$ cat src/rtl/skew_align_pkg.sv
// Shared definitions for the input skew aligner.
// Assumes: a byte carries eight bits and a quarter-bit step is a
// quarter of one bit period.
package skew_align_pkg;
    typedef enum logic [1:0] {
        RATE_EIGHTH  = 2'd0,
        RATE_QUARTER = 2'd1,
        RATE_HALF    = 2'd2,
        RATE_FULL    = 2'd3
    } rate_t;

    localparam int BYTE_LOG2 = 3;
    localparam int QSTEP_LOG2 = 2;
endpackage

$ cat src/rtl/skew_frame_timer.sv
// Frame position counter.
// Counts sampling-clock cycles from the latest frame pulse. The cycle in
// which the pulse is high is position zero. It flags a pulse that does not
// land on the expected frame grid.
// Assumes: the frame length is a power of two, so the count wraps by itself.
module skew_frame_timer #(
    parameter int FW = 14
) (
    input  logic          clk,
    input  logic          rst_n,
    input  logic          frame_pulse,
    output logic [FW-1:0] pos_now,
    output logic          run_now,
    output logic          run_seen,
    output logic          resync
);
    logic [FW-1:0] pos_q;

    // position of the current cycle within the frame
    always_comb begin
        pos_now = frame_pulse ? '0 : pos_q;
        run_now = frame_pulse | run_seen;
        resync  = frame_pulse && (pos_q != '0);
    end

    // advance the position and remember that a frame pulse has arrived
    always_ff @(posedge clk) begin
        if (!rst_n) begin
            pos_q    <= '0;
            run_seen <= 1'b0;
        end else begin
            pos_q <= pos_now + FW'(1);
            if (frame_pulse) run_seen <= 1'b1;
        end
    end


    frame_restart_chk: assert property (@(posedge clk) disable iff (!rst_n)
        frame_pulse |=> (pos_q == FW'(1)));
endmodule

$ cat src/rtl/skew_cfg_hold.sv
// Delay setting holder.
// Captures the rate code, channel delay and quarter delay at a frame pulse.
// In the pulse cycle it presents the incoming values, so that the new frame
// starts under the new setting. It flags when the captured setting changes.
// Assumes: the host holds its values steady around the frame pulse.
module skew_cfg_hold
    import skew_align_pkg::*;
#(
    parameter int CHD_W = 8,
    parameter int BD_W  = 5
) (
    input  logic             clk,
    input  logic             rst_n,
    input  logic             frame_pulse,
    input  logic [1:0]       rate_sel,
    input  logic [CHD_W-1:0] chan_delay,
    input  logic [BD_W-1:0]  quarter_delay,
    output rate_t            rate_now,
    output logic [CHD_W-1:0] cd_now,
    output logic [BD_W-1:0]  bd_now,
    output rate_t            rate_act,
    output logic             changed
);
    logic [CHD_W-1:0] cd_q;
    logic [BD_W-1:0]  bd_q;

    // pick the setting that governs the current cycle
    always_comb begin
        rate_now = frame_pulse ? rate_t'(rate_sel) : rate_act;
        cd_now   = frame_pulse ? chan_delay : cd_q;
        bd_now   = frame_pulse ? quarter_delay : bd_q;
        changed  = frame_pulse && ((rate_t'(rate_sel) != rate_act) ||
                   (chan_delay != cd_q) || (quarter_delay != bd_q));
    end

    // capture the host setting at each frame pulse
    always_ff @(posedge clk) begin
        if (!rst_n) begin
            rate_act <= RATE_EIGHTH;
            cd_q     <= '0;
            bd_q     <= '0;
        end else if (frame_pulse) begin
            rate_act <= rate_t'(rate_sel);
            cd_q     <= chan_delay;
            bd_q     <= quarter_delay;
        end
    end


    cfg_frozen_chk: assert property (@(posedge clk) disable iff (!rst_n)
        !frame_pulse |=> ($stable(rate_act) && $stable(cd_q) && $stable(bd_q)));
endmodule

$ cat src/rtl/skew_slot_decode.sv
// Delayed slot decoder.
// Subtracts the programmed delay from the frame position. It then splits the
// result into channel, bit and offset within the bit, and raises a strobe
// in the middle of each bit period.
// Assumes: CLK_LOG2 >= 2 so a quarter bit spans at least one cycle, and
// CH_LOG2 >= 3 so the slowest rate still has one channel.
module skew_slot_decode
    import skew_align_pkg::*;
#(
    parameter int CH_LOG2  = 8,
    parameter int CLK_LOG2 = 3,
    parameter int CHD_W    = 8,
    parameter int BD_W     = 5
) (
    input  logic               clk,
    input  logic               rst_n,
    input  logic [CH_LOG2+BYTE_LOG2+CLK_LOG2-1:0] pos_now,
    input  logic               run_now,
    input  rate_t              rate_now,
    input  logic [CHD_W-1:0]   cd_now,
    input  logic [BD_W-1:0]    bd_now,
    output logic               strobe,
    output logic [2:0]         bit_idx,
    output logic [CH_LOG2-1:0] chan_idx
);
    localparam int FW = CH_LOG2 + BYTE_LOG2 + CLK_LOG2;
    localparam int SW = $clog2(FW + 1);

    logic [SW-1:0] bit_log2;
    logic [FW-1:0] ch_mask, cd_eff, dly, dpos, bit_off, half, bit_num;

    // rate-dependent geometry and the delayed position
    always_comb begin
        bit_log2 = SW'(CLK_LOG2 + BYTE_LOG2) - SW'(rate_now);
        ch_mask  = (FW'(1) << (SW'(CH_LOG2 - BYTE_LOG2) + SW'(rate_now))) - FW'(1);
        cd_eff   = FW'(cd_now) & ch_mask;
        dly      = (cd_eff << (bit_log2 + SW'(BYTE_LOG2))) +
                   (FW'(bd_now) << (bit_log2 - SW'(QSTEP_LOG2)));
        dpos     = pos_now - dly;
        bit_off  = dpos & ((FW'(1) << bit_log2) - FW'(1));
        half     = FW'(1) << (bit_log2 - SW'(1));
        bit_num  = dpos >> bit_log2;
        bit_idx  = bit_num[2:0];
        chan_idx = CH_LOG2'(dpos >> (bit_log2 + SW'(BYTE_LOG2)));
        strobe   = run_now && (bit_off == half);
    end


    strobe_gap_chk: assert property (@(posedge clk) disable iff (!rst_n)
        strobe |=> !strobe);
endmodule

$ cat src/rtl/skew_byte_pack.sv
// Byte assembler.
// Shifts in one sample per strobe, MSB first. On the eighth bit of a channel
// it emits the byte and its channel number. A byte is emitted only if its
// first bit was sampled after the latest restart.
// Assumes: strobes arrive with bit indices 0..7 in order within a channel.
module skew_byte_pack #(
    parameter int CH_LOG2 = 8
) (
    input  logic               clk,
    input  logic               rst_n,
    input  logic               strobe,
    input  logic [2:0]         bit_idx,
    input  logic [CH_LOG2-1:0] chan_idx,
    input  logic               ser_in,
    input  logic               restart,
    output logic               byte_valid,
    output logic [7:0]         byte_out,
    output logic [CH_LOG2-1:0] byte_chan
);
    logic [6:0] shreg;
    logic       armed;
    logic       emit;

    // emit only complete bytes sampled wholly under one setting
    always_comb emit = strobe && (bit_idx == 3'd7) && armed && !restart;

    // shift samples, track whether the byte was started cleanly, drive outputs
    always_ff @(posedge clk) begin
        if (!rst_n) begin
            shreg      <= '0;
            armed      <= 1'b0;
            byte_valid <= 1'b0;
            byte_out   <= '0;
            byte_chan  <= '0;
        end else begin
            if (strobe) shreg <= {shreg[5:0], ser_in};
            if (strobe && bit_idx == 3'd0) armed <= 1'b1;
            else if (restart)              armed <= 1'b0;
            byte_valid <= emit;
            if (emit) begin
                byte_out  <= {shreg, ser_in};
                byte_chan <= chan_idx;
            end
        end
    end


    valid_gap_chk: assert property (@(posedge clk) disable iff (!rst_n)
        byte_valid |=> !byte_valid);
endmodule

$ cat src/rtl/input_skew_aligner.sv
// Per-stream input skew aligner (top).
// Delays the sampling window of one serial stream by whole channels plus
// quarter-bit steps, measured from the frame pulse. It delivers channel
// bytes tagged with their channel numbers.
// Assumes: frame pulses are spaced exactly one frame length apart in
// steady state; BD_W <= 5 so the bit delay stays below eight bits.
module input_skew_aligner
    import skew_align_pkg::*;
#(
    parameter int CH_LOG2  = 8,
    parameter int CLK_LOG2 = 3,
    parameter int CHD_W    = 8,
    parameter int BD_W     = 5
) (
    input  logic               clk,
    input  logic               rst_n,
    input  logic               frame_pulse,
    input  logic               ser_in,
    input  logic [1:0]         rate_sel,
    input  logic [CHD_W-1:0]   chan_delay,
    input  logic [BD_W-1:0]    quarter_delay,
    output logic               byte_valid,
    output logic [7:0]         byte_out,
    output logic [CH_LOG2-1:0] byte_chan
);
    localparam int FW = CH_LOG2 + BYTE_LOG2 + CLK_LOG2;

    logic [FW-1:0]      pos_now;
    logic               run_now, run_seen, resync, changed, restart;
    rate_t              rate_now, rate_act;
    logic [CHD_W-1:0]   cd_now;
    logic [BD_W-1:0]    bd_now;
    logic               strobe;
    logic [2:0]         bit_idx;
    logic [CH_LOG2-1:0] chan_idx;

    skew_frame_timer #(.FW(FW)) u_timer (
        .clk(clk), .rst_n(rst_n), .frame_pulse(frame_pulse),
        .pos_now(pos_now), .run_now(run_now), .run_seen(run_seen),
        .resync(resync)
    );

    skew_cfg_hold #(.CHD_W(CHD_W), .BD_W(BD_W)) u_cfg (
        .clk(clk), .rst_n(rst_n), .frame_pulse(frame_pulse),
        .rate_sel(rate_sel), .chan_delay(chan_delay),
        .quarter_delay(quarter_delay), .rate_now(rate_now),
        .cd_now(cd_now), .bd_now(bd_now), .rate_act(rate_act),
        .changed(changed)
    );

    // a changed setting or an off-grid pulse discards the straddling byte
    always_comb restart = changed | resync;

    skew_slot_decode #(.CH_LOG2(CH_LOG2), .CLK_LOG2(CLK_LOG2),
                       .CHD_W(CHD_W), .BD_W(BD_W)) u_decode (
        .clk(clk), .rst_n(rst_n), .pos_now(pos_now), .run_now(run_now),
        .rate_now(rate_now), .cd_now(cd_now), .bd_now(bd_now),
        .strobe(strobe), .bit_idx(bit_idx), .chan_idx(chan_idx)
    );

    skew_byte_pack #(.CH_LOG2(CH_LOG2)) u_pack (
        .clk(clk), .rst_n(rst_n), .strobe(strobe), .bit_idx(bit_idx),
        .chan_idx(chan_idx), .ser_in(ser_in), .restart(restart),
        .byte_valid(byte_valid), .byte_out(byte_out), .byte_chan(byte_chan)
    );


    quiet_before_frame_chk: assert property (@(posedge clk) disable iff (!rst_n)
        !run_seen |-> !byte_valid);


    chan_range_chk: assert property (@(posedge clk) disable iff (!rst_n)
        byte_valid |-> (int'(byte_chan) < (1 << (CH_LOG2 - BYTE_LOG2 + int'(rate_act)))));
endmodule

$ cat config.mk
export PLATFORM = sky130hd
export DESIGN_NAME = input_skew_aligner
export DESIGN_NICKNAME = d
export VERILOG_FILES = /design/src/rtl/skew_align_pkg.sv /design/src/rtl/skew_frame_timer.sv /design/src/rtl/skew_cfg_hold.sv /design/src/rtl/skew_slot_decode.sv /design/src/rtl/skew_byte_pack.sv /design/src/rtl/input_skew_aligner.sv
export SDC_FILE = /design/constraint.sdc
export NUM_CORES = 1
export LEC_CHECK = 0
export BUFFER_PORTS_ARGS = -buffer_cell sky130_fd_sc_hd__buf_4
export CORE_MARGIN = 1.5
export CORE_UTILIZATION = 55
export CTS_BUF_LIST = sky130_fd_sc_hd__clkbuf_8
export DETAILED_ROUTE_END_ITERATION = 8
export HOLD_SLACK_MARGIN = 0.12
export PLACE_DENSITY = 0.82
export SLEW_MARGIN = 10
export SYNTH_ARGS = -nofsm -noshare
export SYNTH_HDL_FRONTEND = slang
export SYNTH_SLANG_ARGS = --single-unit
$ cat constraint.sdc
create_clock -name clk -period 5.15 [get_ports clk]
set_input_delay 0.2575 -clock clk [delete_from_list [all_inputs] [get_ports clk]]
set_output_delay 0.2575 -clock clk [all_outputs]
set_load 0.03 [all_outputs]
; ---- Word-level counts from Yosys, hierarchy flattened
; Cells that the tools add are included.
[totals]
register_bits = 55
latch_bits = 0
ram_bits = 0
mem_bits_ro = 0
inputBits = 19
out_inout_bits = 17
word_cells = 55
memories = 0
[op_classes]
n_addsub = 10
multipliers = 0
div_mod_pow = 0
magnitude_cmp = 0
n_eq_ne = 5
n_shift = 7
muxes = 6
bitwise = 4
n_reduce_logical = 13
[ops]
columns = op, n
row1 = "1-bit by 4-bit left shift with 14-bit output, first input constant", 3
row2 = "14-bit by 1-bit adder with 14-bit output, second input constant", 1
row3 = 14-bit adder, 1
row4 = 14-bit AND, 1
row5 = 8-bit by 14-bit AND with 14-bit output, 1
row6 = 14-bit equality test, 1
row7 = 14-bit 2-to-1 mux, 1
row8 = 14-bit nonzero test, 1
row9 = 14-bit by 4-bit left shift with 14-bit output, 1
row10 = 5-bit by 4-bit left shift with 14-bit output, 1
row11 = 14-bit by 4-bit >> shifter with 3-bit output, 1
row12 = 14-bit by 4-bit >> shifter with 8-bit output, 1
row13 = "14-bit by 1-bit subtractor with 14-bit output, second input constant", 1
row14 = 14-bit subtractor, 1
row15 = "14-bit by 2-bit subtractor with 14-bit output, second input constant", 1
row16 = 8-bit 2-to-1 mux, 1
row17 = 8-bit inequality test, 1
row18 = 1-bit logical AND, 7
row19 = 5-bit 2-to-1 mux, 1
row20 = 5-bit inequality test, 1
row21 = "3-bit by 2-bit adder with 4-bit output, first input constant", 1
row22 = "4-bit by 2-bit adder with 4-bit output, second input constant", 1
row23 = "3-bit by 2-bit subtractor with 4-bit output, first input constant", 1
row24 = "4-bit by 1-bit subtractor with 4-bit output, second input constant", 1
row25 = 10 further kinds, 13

; ---- Longest topological paths before layout
; Gate-level depths: netlist of the first run.
[depth]
word_depth = 14
ltp_mapped = 24
mapped_depth_nobuf = 18

; ---- Hierarchy
; From an unflattened synthesis of the first run, not the netlist that was laid out.
[unflattened]
cells_unflattened = 676
hier_area_um2 = 5422.7
[modules_own_cells]
columns = module, instances, cells_each, area_each_um2, seq_area_each_um2
row1 = skew_slot_decode, 1, 416, 2832.7, 0.0
row2 = skew_byte_pack, 1, 100, 1014.7, 500.5
row3 = skew_frame_timer, 1, 91, 788.3, 300.3
row4 = skew_cfg_hold, 1, 68, 780.7, 300.3
row5 = input_skew_aligner, 1, 1, 6.3, 0.0

; ---- Worst setup path after synthesis of the first run
; Ideal clock, no wire load.
[synth_path]
path_type = input -> register
startpoint = input port frame_pulse
endpoint = register u_pack.byte_chan[0]
setup_ps = 72
t_arrival_ps = 5290
required_time_ps = 5078
path_slack_ps = -212
path_stages = 22
n_path_buf = 6
path_cell_list = mux2i_1 -> buf_4 -> clkbuf_1 -> ha_1 -> clkbuf_1 -> clkbuf_1 -> nor2_1 -> nand2_1 -> o22ai_1 -> fa_1 -> inv_1 -> ha_1 -> a21o_1 -> a221oi_2 -> o31ai_1 -> nor3_1 -> mux2i_1 -> nand4_2 -> and4bb_1 -> buf_6 -> buf_12 -> mux2i_1
[synth_via]
elab_chain_cells = 14
elab_cells_between_ends = 33
cone_classes = 9 x add/sub / 2 x eq/ne / 7 x shift / 4 x mux / 4 x bitwise / 7 x reduce/logical
[synth_lines]
columns = element, line
row1 = start: declaration, input_skew_aligner.sv:17  ; input logic frame_pulse,
row2 = branches (longest 14 deep; another with 14-bit by 2-bit subtractor with 14-bit output), -
row3 = end signal: assignment, skew_byte_pack.sv:42  ; byte_chan <= chan_idx;
row4 = end: declaration, skew_byte_pack.sv:18  ; output logic [CH_LOG2-1:0] byte_chan
; Parallel ways; which one is timed is not known.
; A chain may end at the register's enable or synchronous reset.

; ---- Worst setup path in the final report of the first run
[layout_path]
startpoint = register u_cfg.rate_act[1]
endpoint = register u_pack.byte_out[1]
[layout_via]
elab_chain_cells = 14
elab_cells_between_ends = 30
cone_classes = 9 x add/sub / 3 x eq/ne / 6 x shift / 1 x mux / 3 x bitwise / 8 x reduce/logical
[layout_lines]
columns = element, line
row1 = start: declaration, skew_cfg_hold.sv:21  ; output rate_t rate_act,
row2 = start signal: assignment, skew_cfg_hold.sv:43  ; rate_act <= rate_t'(rate_sel);
row3 = branches (longest 13 deep; another with 14-bit by 2-bit subtractor with 14-bit output), -
row4 = 1-bit logical AND (*), skew_byte_pack.sv:25  ; always_comb emit = strobe && (bit_idx == 3'd7) && armed && !restart;
row5 = end signal: assignment, skew_byte_pack.sv:41  ; byte_out <= {shreg, ser_in};
row6 = end: declaration, skew_byte_pack.sv:17  ; output logic [7:0] byte_out,
; Every way passes the cells marked *.

==> summary.md, run 1 <==
| Metric | Value |
|---|---|
| Synth Flop Type | `dfxtp_1` |
| Sequential share of power | `28.2%` |
| Post-route DRC | `0` |
| EDFF count, synth | `0` |
| CP max FO | `20` |
| Post-synthesis adder-cell area fraction | `11.3%` |
| GP Congestion | `0.973` |
| Row Count | `34` |
| DP Area | `5420 um2` |
| Synth Area in XOR/XNOR | `7.19%` |
| Clk network pwr share | `16.6%` |
| ANT cells | `0` |
| Synth Register Bits | `55` |
| Syn. warnings | `0` |
| Main combinational cell family by area after synthesis | `simple AND/OR/NAND/NOR gates` |
| Finished Layout Cells | `773` |
| Sequential Area | `1100 um2` |
| Post-synthesis mux area share | `11.5%` |
| Placed wire-length estimate | `10.3 mm` |
| Final min period | `4.83 ns` |
| Top cell type's share of synthesized area | `21.7%` |
| Sw Share | `43.8%` |
| Combinational share of power | `55.3%` |
| Total global routing overflow | `0` |
| Root buffer cell | `clkbuf_8` |
| Final hold vios | `0` |
| VDD IR max | `0.000135 V` |
| Post-synthesis simple-gate area fraction | `25.0%` |
| Die Wd | `99.0 um` |
| Library cells used by synthesis | `75` |
| Initial antenna violation count | `0` |
| Final setup viols | `0` |
| Mapped Area | `5070 um2` |
| Layout Nets | `721` |
| Chip height | `99.0 um` |
| Worst-Margin Slew | `1.11 ns` |
| Fin Clk Skew | `0.0139 ns` |
| CTS Buf Count | `5` |
| Register area share after synthesis | `21.7%` |
| Leakage | `2.26 nW` |
| Top-count cell post-synth | `nor2_1` |
| Final total power | `1.58 mW` |
| Synth async-reset ratio | `0%` |
| Max-cap violations | `0` |
| Share of post-route cells with drive strength above 1 | `13.4%` |
| Post-synthesis compound-gate area fraction | `16.9%` |
| Post-route clock period utilization | `93.9%` |
| GRT Overall Usage | `28.1%` |
| Starting density of the core | `57.5%` |
| Clock transition at the registers of the reported paths | `0.11 ns` |
| Initial drt markers | `454` |
| Mapped Cells | `635` |
| Final slew viol count | `0` |
| Critical path endpoint category | `flip-flop` |
| Syn Area/Cell | `7.98 um2` |
| Buffers on Ports | `35` |
| RSZ-0062 raised after global routing | `false` |
| Clock sink total | `55` |
| Clock Latency Late Sink | `0.33 ns` |
| Worst hold slack | `0.182 ns` |
| Core area | `8810 um2` |
| Largest net degree at the start of global routing | `47` |
| Die Area | `9800 um2` |
| H-Tree Depth | `2` |
| DR pass1 iterations | `5` |
| Outcome | `complete, no violations` |
| Clock tree buffer depth | `2` |
| Crit path DAT | `5.10 ns` |
| Post-Layout Inst Area | `5550 um2` |
| Top cells by area, synth | `dfxtp_1 22%, mux2i_1 8.3%, ha_1 6.2%` |
| Total number of vias | `4852` |
| DRT Wirelength | `13.4 mm` |
| Sw Pwr | `690 uW` |
| Setup TNS | `0 ns` |
| Routed Antenna Nets | `0` |
| Dpl cells | `765` |
| Fillers | `769` |
| Avg WL per Cell | `17.3 um` |
| Multi-input gate area | `3690 um2` |
| Slew headroom | `26.2%` |
| CTS tree | `done` |
| PD cells | `284 nW/um2` |
| Post-CTS Hold Fix Bufs | `0` |
| Worst EP required | `5.41 ns` |
| Boundary Pins | `36` |
| Worst setup SP type | `flip-flop` |
| Vias per std cell | `6.28` |
| Worst R2R Setup Slack | `0.32 ns` |
| Synth-to-layout area growth | `9.61%` |
| Commonest cells post-synth | `70 x nor2_1, 55 x dfxtp_1, 51 x nand2_1` |
| Max Clock Freq | `0.207 GHz` |
| Internal | `885 uW` |
| Kind of critical path | `reg -> reg` |
| Number of global-route vias before repair | `4611` |
| Synth area leader | `dfxtp_1` |
| Hold WC Path Type | `in -> reg` |
| First-pass GRT wire length | `22.2 mm` |
[sequential cells by signal, indices dropped and copies added (netlist names)]
| register | cells |
|---|---|
| u_cfg.rate_act | 2 |
| u_pack.byte_chan | 8 |
| u_cfg.cd_q | 8 |
| u_pack.shreg | 7 |
| u_pack.byte_valid | 1 |
| u_timer.run_seen | 1 |
| u_pack.armed | 1 |
| u_timer.pos_q | 14 |
| u_cfg.bd_q | 5 |
| u_pack.byte_out | 8 |
[final timing paths]
path	cells past startpoint	from	endpoint
worst max-delay path	17	u_cfg.rate_act[1]	u_pack.byte_out[1]
worst min register to register	2	u_pack.byte_out[0]	u_pack.byte_out[0]
worst min-delay path	3	ser_in	u_pack.byte_out[0]
worst max register to register	17	u_cfg.rate_act[1]	u_pack.byte_out[1]
[cell families (layout without fill, tap and decap cells)]
group                    Yosys count  in the layout
AND/OR/NAND/NOR                  250            250
flip-flops                        55             55
AO/OA/AOI/OAI                    129            129
adder cells (fa/ha/maj)           38             38
other                              1              6
multiplexers                      54             54
buffers and inverters             68             93
XOR/XNOR                          40             40
[power groups by stage]
stage,combinational (mW),clock (mW),sequential [mW]
2_1_floorplan,0.629,0,0.450
3_3_place_gp,0.815,0,0.453
3_5_place_dp,0.827,0,0.453
4_1_cts,0.835,0.266,0.443
5_1_grt,0.952,0.282,0.445
6_report,0.870,0.261,0.444
[metrics by stage]
| stage | utilization, % | setup slack, ns |
|---|---|---|
| 2_1_floorplan | - | 0.00206 |
| 3_3_place_gp | 61.6 | 0.274 |
| 3_5_place_dp | 61.6 | 0.146 |
| 4_1_cts | 62.6 | 0.154 |
| 5_1_grt | 63.1 | 0.00668 |
| 6_report | 63.1 | 0.315 |
[metal layers]
layer / up-vias / global-route usage [%] / share of wire [%]
met5: - / 0 / 0
met1: 2295 / 37.9 / 44
met4: 0 / 10.0 / 2.9
met2: 226 / 46.2 / 46
met3: 32 / 3.62 / 7.1
li1: 2299 / - / -
[timing repair]
| action | CTS | global route |
|---|---|---|
| gates resized for setup | 0 | 14 |
| endpoints found under the setup margin | 0 | 16 |
| buffers inserted | 0 | 0 |
[area by class of cell]
class | count | area share (%)
clock buffers | 5 | 1.24
repair buffers | 53 | 7.30
well taps | 108 | 2.43
multi-input cells | 517 | 66.5
flip-flops and latches | 55 | 19.9
inverters | 32 | 2.16
clock inverters | 3 | 0.473
[cells in the final DEF, fill, tap and decap left out, types with 3 or more instances in the layout]
master     instances
a211o_1            3
a21o_1             5
a21oi_1           32
and2_1             9
and3_1             8
buf_4             51
clkbuf_8           5
conb_1             6
dfxtp_1           54
fa_1              13
ha_1              24
inv_1             32
mux2_2             9
mux2i_1           41
nand2_1           51
nand2b_1          22
nand3_1           22
nand4_1            6
nand4b_1           3
nor2_1            70
nor2b_1            6
nor3_1            22
nor3b_1            4
nor4_1            10
o2111ai_1          3
o211ai_1           5
o21a_1             3
o21ai_0           26
o21ai_1            6
o22ai_1            5
o311ai_0           3
o31ai_1            3
o32ai_1            3
xnor2_1           18
xor2_1            21
[critical path, stage by stage, from the launching register on]
cell and delay, ns:
dfxtp_1 0.36, mux2i_2 0.25, ha_2 0.36, buf_4 0.21, o32ai_1 0.35, and2_1 0.20
fa_1 0.42, inv_1 0.07, ha_1 0.30, a211oi_1 0.41, o21bai_1 0.13, o2bb2ai_1 0.13
a311o_1 0.40, nand3b_1 0.15, nand4_2 0.24, and4bb_1 0.35, buf_6 0.22, mux2i_1 0.21
Power figures use the tool's default switching activity.
==> run 2: changes to the inputs <==
--- a/config.mk
+++ b/config.mk
@@ -6,12 +6,15 @@
 export NUM_CORES = 1
 export LEC_CHECK = 0
 export BUFFER_PORTS_ARGS = -buffer_cell sky130_fd_sc_hd__buf_4
+export CELL_PAD_IN_SITES_DETAIL_PLACEMENT = 0
+export CELL_PAD_IN_SITES_GLOBAL_PLACEMENT = 1
+export CORE_ASPECT_RATIO = 0.75
 export CORE_MARGIN = 1.5
-export CORE_UTILIZATION = 55
+export CORE_UTILIZATION = 43
 export CTS_BUF_LIST = sky130_fd_sc_hd__clkbuf_8
 export DETAILED_ROUTE_END_ITERATION = 8
 export HOLD_SLACK_MARGIN = 0.12
-export PLACE_DENSITY = 0.82
+export PLACE_DENSITY = 0.84
 export SLEW_MARGIN = 10
 export SYNTH_ARGS = -nofsm -noshare
 export SYNTH_HDL_FRONTEND = slang
==> summary.md, run 2 (synthesized netlist as in run 1, its figures left out) <==
| Metric | Value |
|---|---|
| Max Clock Freq | `0.202 GHz (-2.2%)` |
| Final WS setup | `0.206 ns (-0.110 ns)` |
| Clock tree buffer depth | `2 (unchanged)` |
| Root buffer cell | `clkbuf_8` |
| Crit path DAT | `5.17 ns (+0.07 ns)` |
| Final setup viols | `0 (unchanged)` |
| Layout Nets | `728 (+0.97%)` |
| Placed wire-length estimate | `11.2 mm (+9.3%)` |
| Finished Layout Cells | `834 (+7.9%)` |
| Final min period | `4.94 ns (+0.110 ns)` |
| Share of post-route cells with drive strength above 1 | `14.1% (+0.75 points)` |
| Worst slack, placed | `0.144 ns (-0.00153 ns)` |
| Leakage | `2.31 nW (+2.2%)` |
| Outcome | `complete, no violations` |
| CTS Buf Count | `5 (unchanged)` |
| Final hold vios | `0 (unchanged)` |
| Post-route DRC | `0 (unchanged)` |
| Starting density of the core | `43.9% (-14 points)` |
| Max FFs per register | `14 (unchanged)` |
| Max-cap violations | `0 (unchanged)` |
| Post-CTS setup buffers | `0 (unchanged)` |
| Final total power | `1.66 mW (+5.3%)` |
| CTS tree | `done` |
| H-Tree Depth | `2 (unchanged)` |
| Critical path endpoint category | `flip-flop` |
| PD cells | `290 nW/um2 (+2.2%)` |
| CP max FO | `16 (-20%)` |
| GRT Overall Usage | `23.7% (-4.4 points)` |
| Die Area | `12400 um2 (+27%)` |
| Boundary Pins | `36 (unchanged)` |
| Row Count | `34 (unchanged)` |
| # resized after CTS | `0 (unchanged)` |
| Clock sink total | `55 (unchanged)` |
| Clock transition at the registers of the reported paths | `0.11 ns (about the same)` |
| Slew headroom | `25.8% (-0.37 points)` |
| Core area | `11500 um2 (+31%)` |
| Kind of critical path | `reg -> reg` |
| Chip height | `97 um (-2.0%)` |
| Final slew viol count | `0 (unchanged)` |
| Clock Latency Late Sink | `0.32 ns (about the same)` |
| Avg WL per Cell | `17.5 um (+1.1%)` |
| Post-Layout Inst Area | `5720 um2 (+3.0%)` |
| Register bank with the most flops | `u_timer.pos_q` |
| DRT Wirelength | `14.6 mm (+9.1%)` |
| Dpl cells | `826 (+8.0%)` |
| ANT cells | `0 (unchanged)` |
| Vias per std cell | `5.77 (-8.1%)` |
| Number of global-route vias before repair | `4539 (-1.6%)` |
| Initial antenna violation count | `0 (unchanged)` |
| Routed Antenna Nets | `0 (unchanged)` |
| Post-CTS Hold Fix Bufs | `0 (unchanged)` |
| Fin Clk Skew | `0.0113 ns (-0.00264 ns)` |
| Worst R2R Setup Slack | `0.21 ns (-0.11 ns)` |
| Commonest non-fill, non-tap cell in the layout | `nor2_1` |
| VDD IR max | `0.000129 V (-4.6%)` |
| DR pass1 iterations | `5 (unchanged)` |
| Commonest non-fill, non-tap cells in the layout | `70 x nor2_1, 58 x buf_4, 55 x dfxtp_1` |
| Worst-Margin Slew | `1.11 ns (+0.00559 ns)` |
| First-pass GRT wire length | `23.6 mm (+6.1%)` |
| Largest net degree at the start of global routing | `39 (-17%)` |
| Hold WC Path Type | `in -> reg` |
| Die Wd | `128 um (+30%)` |
| Total global routing overflow | `0 (unchanged)` |
| GP Congestion | `0.957 (-1.7%)` |
| Worst EP required | `5.38 ns (-0.03 ns)` |
| Worst setup SP type | `flip-flop` |
| Synth-to-layout area growth | `12.9%` |
| Total number of vias | `4813 (-0.80%)` |
| DP Area | `5550 um2 (+2.4%)` |
| Post-route clock period utilization | `96.0% (+2.1 points)` |
| Initial drt markers | `370 (-19%)` |
| Buffers on Ports | `35 (unchanged)` |
run 2: worst paths after layout:
| kind | to | from | depth (start not counted) |
|---|---|---|---|
| setup / recovery | u_pack.byte_chan[6] | u_cfg.rate_act[0] | 17 |
| hold / removal | u_pack.byte_out[0] | ser_in | 3 |
| setup reg to reg | u_pack.byte_chan[6] | u_cfg.rate_act[0] | 17 |
| hold reg to reg | u_pack.byte_out[6] | u_pack.byte_out[6] | 2 |
run 2: per-layer routing:
metal  GRT usage, %  wire length, um  vias up  part of all wire [%]
li1               -                -     2325                     -
met1           36.9             7060     2292                    48
met2           34.8             6300      178                    43
met3           3.04             1060       18                   7.2
met4           4.49              164        0                   1.1
met5              0                0        -                     0
run 2: area by class of cell:
cell class | instances | area (um2)
fill | 1159 | 5810
clock inverter | 3 | 47.5
sequential | 55 | 1100
inverter | 32 | 120
timing repair buffer | 60 | 467
clock buffer | 5 | 68.8
multi-input combinational | 517 | 3710
tap | 162 | 203
run 2: stage by stage:
step / hold slack [ns] / setup TNS, ns / util [%]
finish: 0.207 / 0 / 49.6
global route: 0.200 / -0.0237 / 49.6
detailed placement: 0.448 / 0 / 48.2
CTS: 0.198 / 0 / 49.2
global placement: 0.443 / 0 / 48.2
floorplan: 0.400 / 0 / -
run 2: critical path, stage by stage (launching register included):
cell and delay (ns):
dfxtp_1 0.46, buf_4 0.25, mux2i_1 0.24, o21ai_0 0.19
a21oi_1 0.27, o22ai_1 0.15, fa_1 0.53, inv_1 0.05
ha_1 0.31, a21oi_1 0.30, o211ai_1 0.25, and3_1 0.25
or2_1 0.31, a221o_1 0.34, o21ai_1 0.24, and4bb_1 0.28
buf_12 0.18, mux2i_1 0.25
run 2: report_power, final:
part | internal (mW) | leakage, nW | switching [mW]
Combinational | 0.361 | 1.80 | 0.547
Clock | 0.148 | 0.0587 | 0.158
Sequential | 0.434 | 0.447 | 0.0100
Total | 0.943 | 2.31 | 0.716
==> run 3: changes to the inputs <==
--- a/config.mk
+++ b/config.mk
@@ -13,7 +13,7 @@
 export CORE_UTILIZATION = 43
 export CTS_BUF_LIST = sky130_fd_sc_hd__clkbuf_8
 export DETAILED_ROUTE_END_ITERATION = 8
-export HOLD_SLACK_MARGIN = 0.12
+export HOLD_SLACK_MARGIN = 0.06
 export PLACE_DENSITY = 0.84
 export SLEW_MARGIN = 10
 export SYNTH_ARGS = -nofsm -noshare
==> constraint.sdc (replaced) <==
create_clock -name clk -period 5.15 [get_ports clk]
set_input_delay 0.7725 -clock clk [delete_from_list [all_inputs] [get_ports clk]]
set_output_delay 0.7725 -clock clk [all_outputs]
set_load 0.03 [all_outputs]
==> summary.md, run 3 (synthesized netlist as in run 1, its figures left out) <==
| Metric | Value |
|---|---|
| Placed wire-length estimate | `11.3 mm (+0.63%)` |
| PD cells | `295 nW/um2 (+1.7%)` |
| H-Tree Depth | `2 (unchanged)` |
| Clock transition at the registers of the reported paths | `0.12 ns (about the same)` |
| Worst-Margin Slew | `1.16 ns (+0.0454 ns)` |
| Hold Startpoint | `u_pack.byte_chan[6]` |
| GRT Overall Usage | `23.8% (+0.12 points)` |
| Clock Latency Late Sink | `0.32 ns (about the same)` |
| CTS tree | `done` |
| Core area | `11500 um2 (unchanged)` |
| Buffers on Ports | `35 (unchanged)` |
| Hold WC Path Type | `reg -> reg` |
| Clock tree buffer depth | `2 (unchanged)` |
| Total global routing overflow | `0 (unchanged)` |
| Boundary Pins | `36 (unchanged)` |
| Outcome | `complete, no violations` |
| Final hold vios | `0 (unchanged)` |
| Worst setup SP type | `input pin` |
| Final setup viols | `0 (unchanged)` |
| Max FFs per register | `14 (unchanged)` |
| Critical path endpoint category | `flip-flop` |
| Worst slack, placed | `-0.0488 ns (-0.193 ns)` |
| Register bank with the most flops | `u_timer.pos_q` |
| Root buffer cell | `clkbuf_8` |
| Fin Clk Skew | `0.00761 ns (-0.00365 ns)` |
| Routed Antenna Nets | `0 (unchanged)` |
| Clk network pwr share | `15.3% (-3.2 points)` |
| Layout Nets | `769 (+5.6%)` |
| Final total power | `1.81 mW (+9.0%)` |
| Post-route clock period utilization | `95.0% (-1.0 points)` |
| Avg WL per Cell | `16.4 um (-6.0%)` |
| Die Wd | `128 um (unchanged)` |
| Sw Share | `42.6% (-0.56 points)` |
| Critical Path Sink | `u_pack.byte_out[5]` |
| Combinational share of power | `60.1% (+5.3 points)` |
| Clock sink total | `55 (unchanged)` |
| Vias per std cell | `5.60 (-3.0%)` |
| Post-CTS setup buffers | `0 (unchanged)` |
| Post-Layout Inst Area | `6130 um2 (+7.2%)` |
| Final WS setup | `0.257 ns (+0.0518 ns)` |
| Starting density of the core | `43.9% (unchanged)` |
| VDD IR max | `0.000139 V (+7.4%)` |
| Worst R2R Setup Slack | `0.36 ns (+0.15 ns)` |
| Initial antenna violation count | `0 (unchanged)` |
| CP max FO | `16 (unchanged)` |
| Final slew viol count | `0 (unchanged)` |
| Post-route DRC | `0 (unchanged)` |
| Die Area | `12400 um2 (unchanged)` |
| CTS Buf Count | `5 (unchanged)` |
| Sequential Area | `1100 um2 (unchanged)` |
| Crit path DAT | `5.15 ns (-0.02 ns)` |
| DP Area | `6010 um2 (+8.3%)` |
| Commonest non-fill, non-tap cell in the layout | `buf_4` |
| Beginning of the worst register-to-register path | `u_cfg.rate_act[0]` |
| Sequential share of power | `24.6% (-2.2 points)` |
| DRT Wirelength | `14.4 mm (-1.4%)` |
| Slew headroom | `22.8% (-3.0 points)` |
| Row Count | `34 (unchanged)` |
| Multi-input gate area | `3810 um2 (+2.7%)` |
| Initial drt markers | `328 (-11%)` |
| Kind of critical path | `in -> reg` |
| Total number of vias | `4897 (+1.7%)` |
| Chip height | `97 um (unchanged)` |
| Internal | `1.04 mW (+10%)` |
| ANT cells | `0 (unchanged)` |
| First-pass GRT wire length | `23.7 mm (+0.62%)` |
| Worst Setup SP | `frame_pulse` |
| DR pass1 iterations | `5 (unchanged)` |
| Final min period | `4.89 ns (-0.0518 ns)` |
| GP Congestion | `0.941 (-1.6%)` |
| Sw Pwr | `770 uW (+7.5%)` |
| Setup TNS | `0 ns (unchanged)` |
| Fillers | `1096 (-5.4%)` |
| Commonest non-fill, non-tap cells in the layout | `98 x buf_4, 70 x nor2_1, 55 x dfxtp_1` |
| Share of post-route cells with drive strength above 1 | `21.3% (+7.2 points)` |
| Synth-to-layout area growth | `21.0%` |
| Number of global-route vias before repair | `4686 (+3.2%)` |
| Max-cap violations | `0 (unchanged)` |
| Leakage | `2.51 nW (+8.8%)` |
| Max Clock Freq | `0.204 GHz (+1.1%)` |
| Worst EP required | `5.41 ns (+0.03 ns)` |
| Worst reg-to-reg path cell count | `17 (unchanged)` |
| Largest net degree at the start of global routing | `55 (+41%)` |
| RR Endpoint | `u_pack.byte_out[5]` |
run 3: cell count changes in the layout (fill, tap and decap cells not counted), moves of 3 or more:
cell	previous run	this run
buf_4	58	98
ha_1	24	21
ha_4	0	3
inv_1	32	29
run 3: worst min path at each step:
stage	to	cells past startpoint
finish	u_pack.byte_chan[6]	2
global route	u_pack.byte_chan[1]	2
CTS	u_pack.byte_out[3]	2
detailed placement	u_pack.byte_out[4]	2
floorplan	u_pack.byte_out[7]	2
global placement	u_pack.byte_out[0]	2
run 3: final cells by class:
cell class | instances | share of cell area, %
Multi-Input combinational cell | 517 | 62.2
Inverter | 32 | 2.00
Timing Repair Buffer | 101 | 12.8
Clock buffer | 5 | 1.12
Tap cell | 162 | 3.31
Sequential cell | 55 | 18.0
Clock inverter | 3 | 0.551
run 3: power groups by stage:
stage | logic (mW) | registers, mW | clock network [mW]
CTS | 1.06 | 0.444 | 0.283
finish | 1.09 | 0.444 | 0.276
detailed placement | 1.05 | 0.454 | 0
global placement | 1.04 | 0.453 | 0
global route | 1.18 | 0.445 | 0.302
floorplan | 0.688 | 0.450 | 0
run 3: worst max-delay path, cell delays in order:
cell and delay (ns):
buf_4 0.17, mux2i_4 0.30, inv_1 0.10, ha_1 0.25
inv_4 0.07, nand2_2 0.08, o22a_1 0.22, nor2_1 0.19
fa_1 0.46, inv_2 0.08, ha_4 0.22, and4b_2 0.26
or2_2 0.33, a221oi_2 0.37, a21oi_2 0.12, a221oi_2 0.31
a21o_1 0.17, and4bb_1 0.26, buf_12 0.18, mux2i_1 0.21
run 3: through the flow:
stage / util (%) / instances / hold slack [ns]
3_5_place_dp: 52.2 / 867 / 0.448
3_3_place_gp: 52.2 / 867 / 0.443
2_1_floorplan: - / 640 / 0.435
6_report: 53.2 / 875 / 0.469
4_1_cts: 53.0 / 875 / 0.470
5_1_grt: 53.2 / 875 / 0.487
run 3: per-layer routing:
| layer | up-vias | GRT usage [%] | share of wire [%] |
|---|---|---|---|
| met5 | - | 0 | 0 |
| met1 | 2329 | 35.0 | 49 |
| li1 | 2405 | - | - |
| met4 | 0 | 4.75 | 1.0 |
| met2 | 150 | 36.0 | 43 |
| met3 | 13 | 4.98 | 7.2 |
run 3: timing repair:
item / CTS / global route
hold endpoints to repair: 0 / 0
endpoints found under the setup margin: 0 / 16
gates resized for setup: 0 / 4
hold buffers: 0 / 0
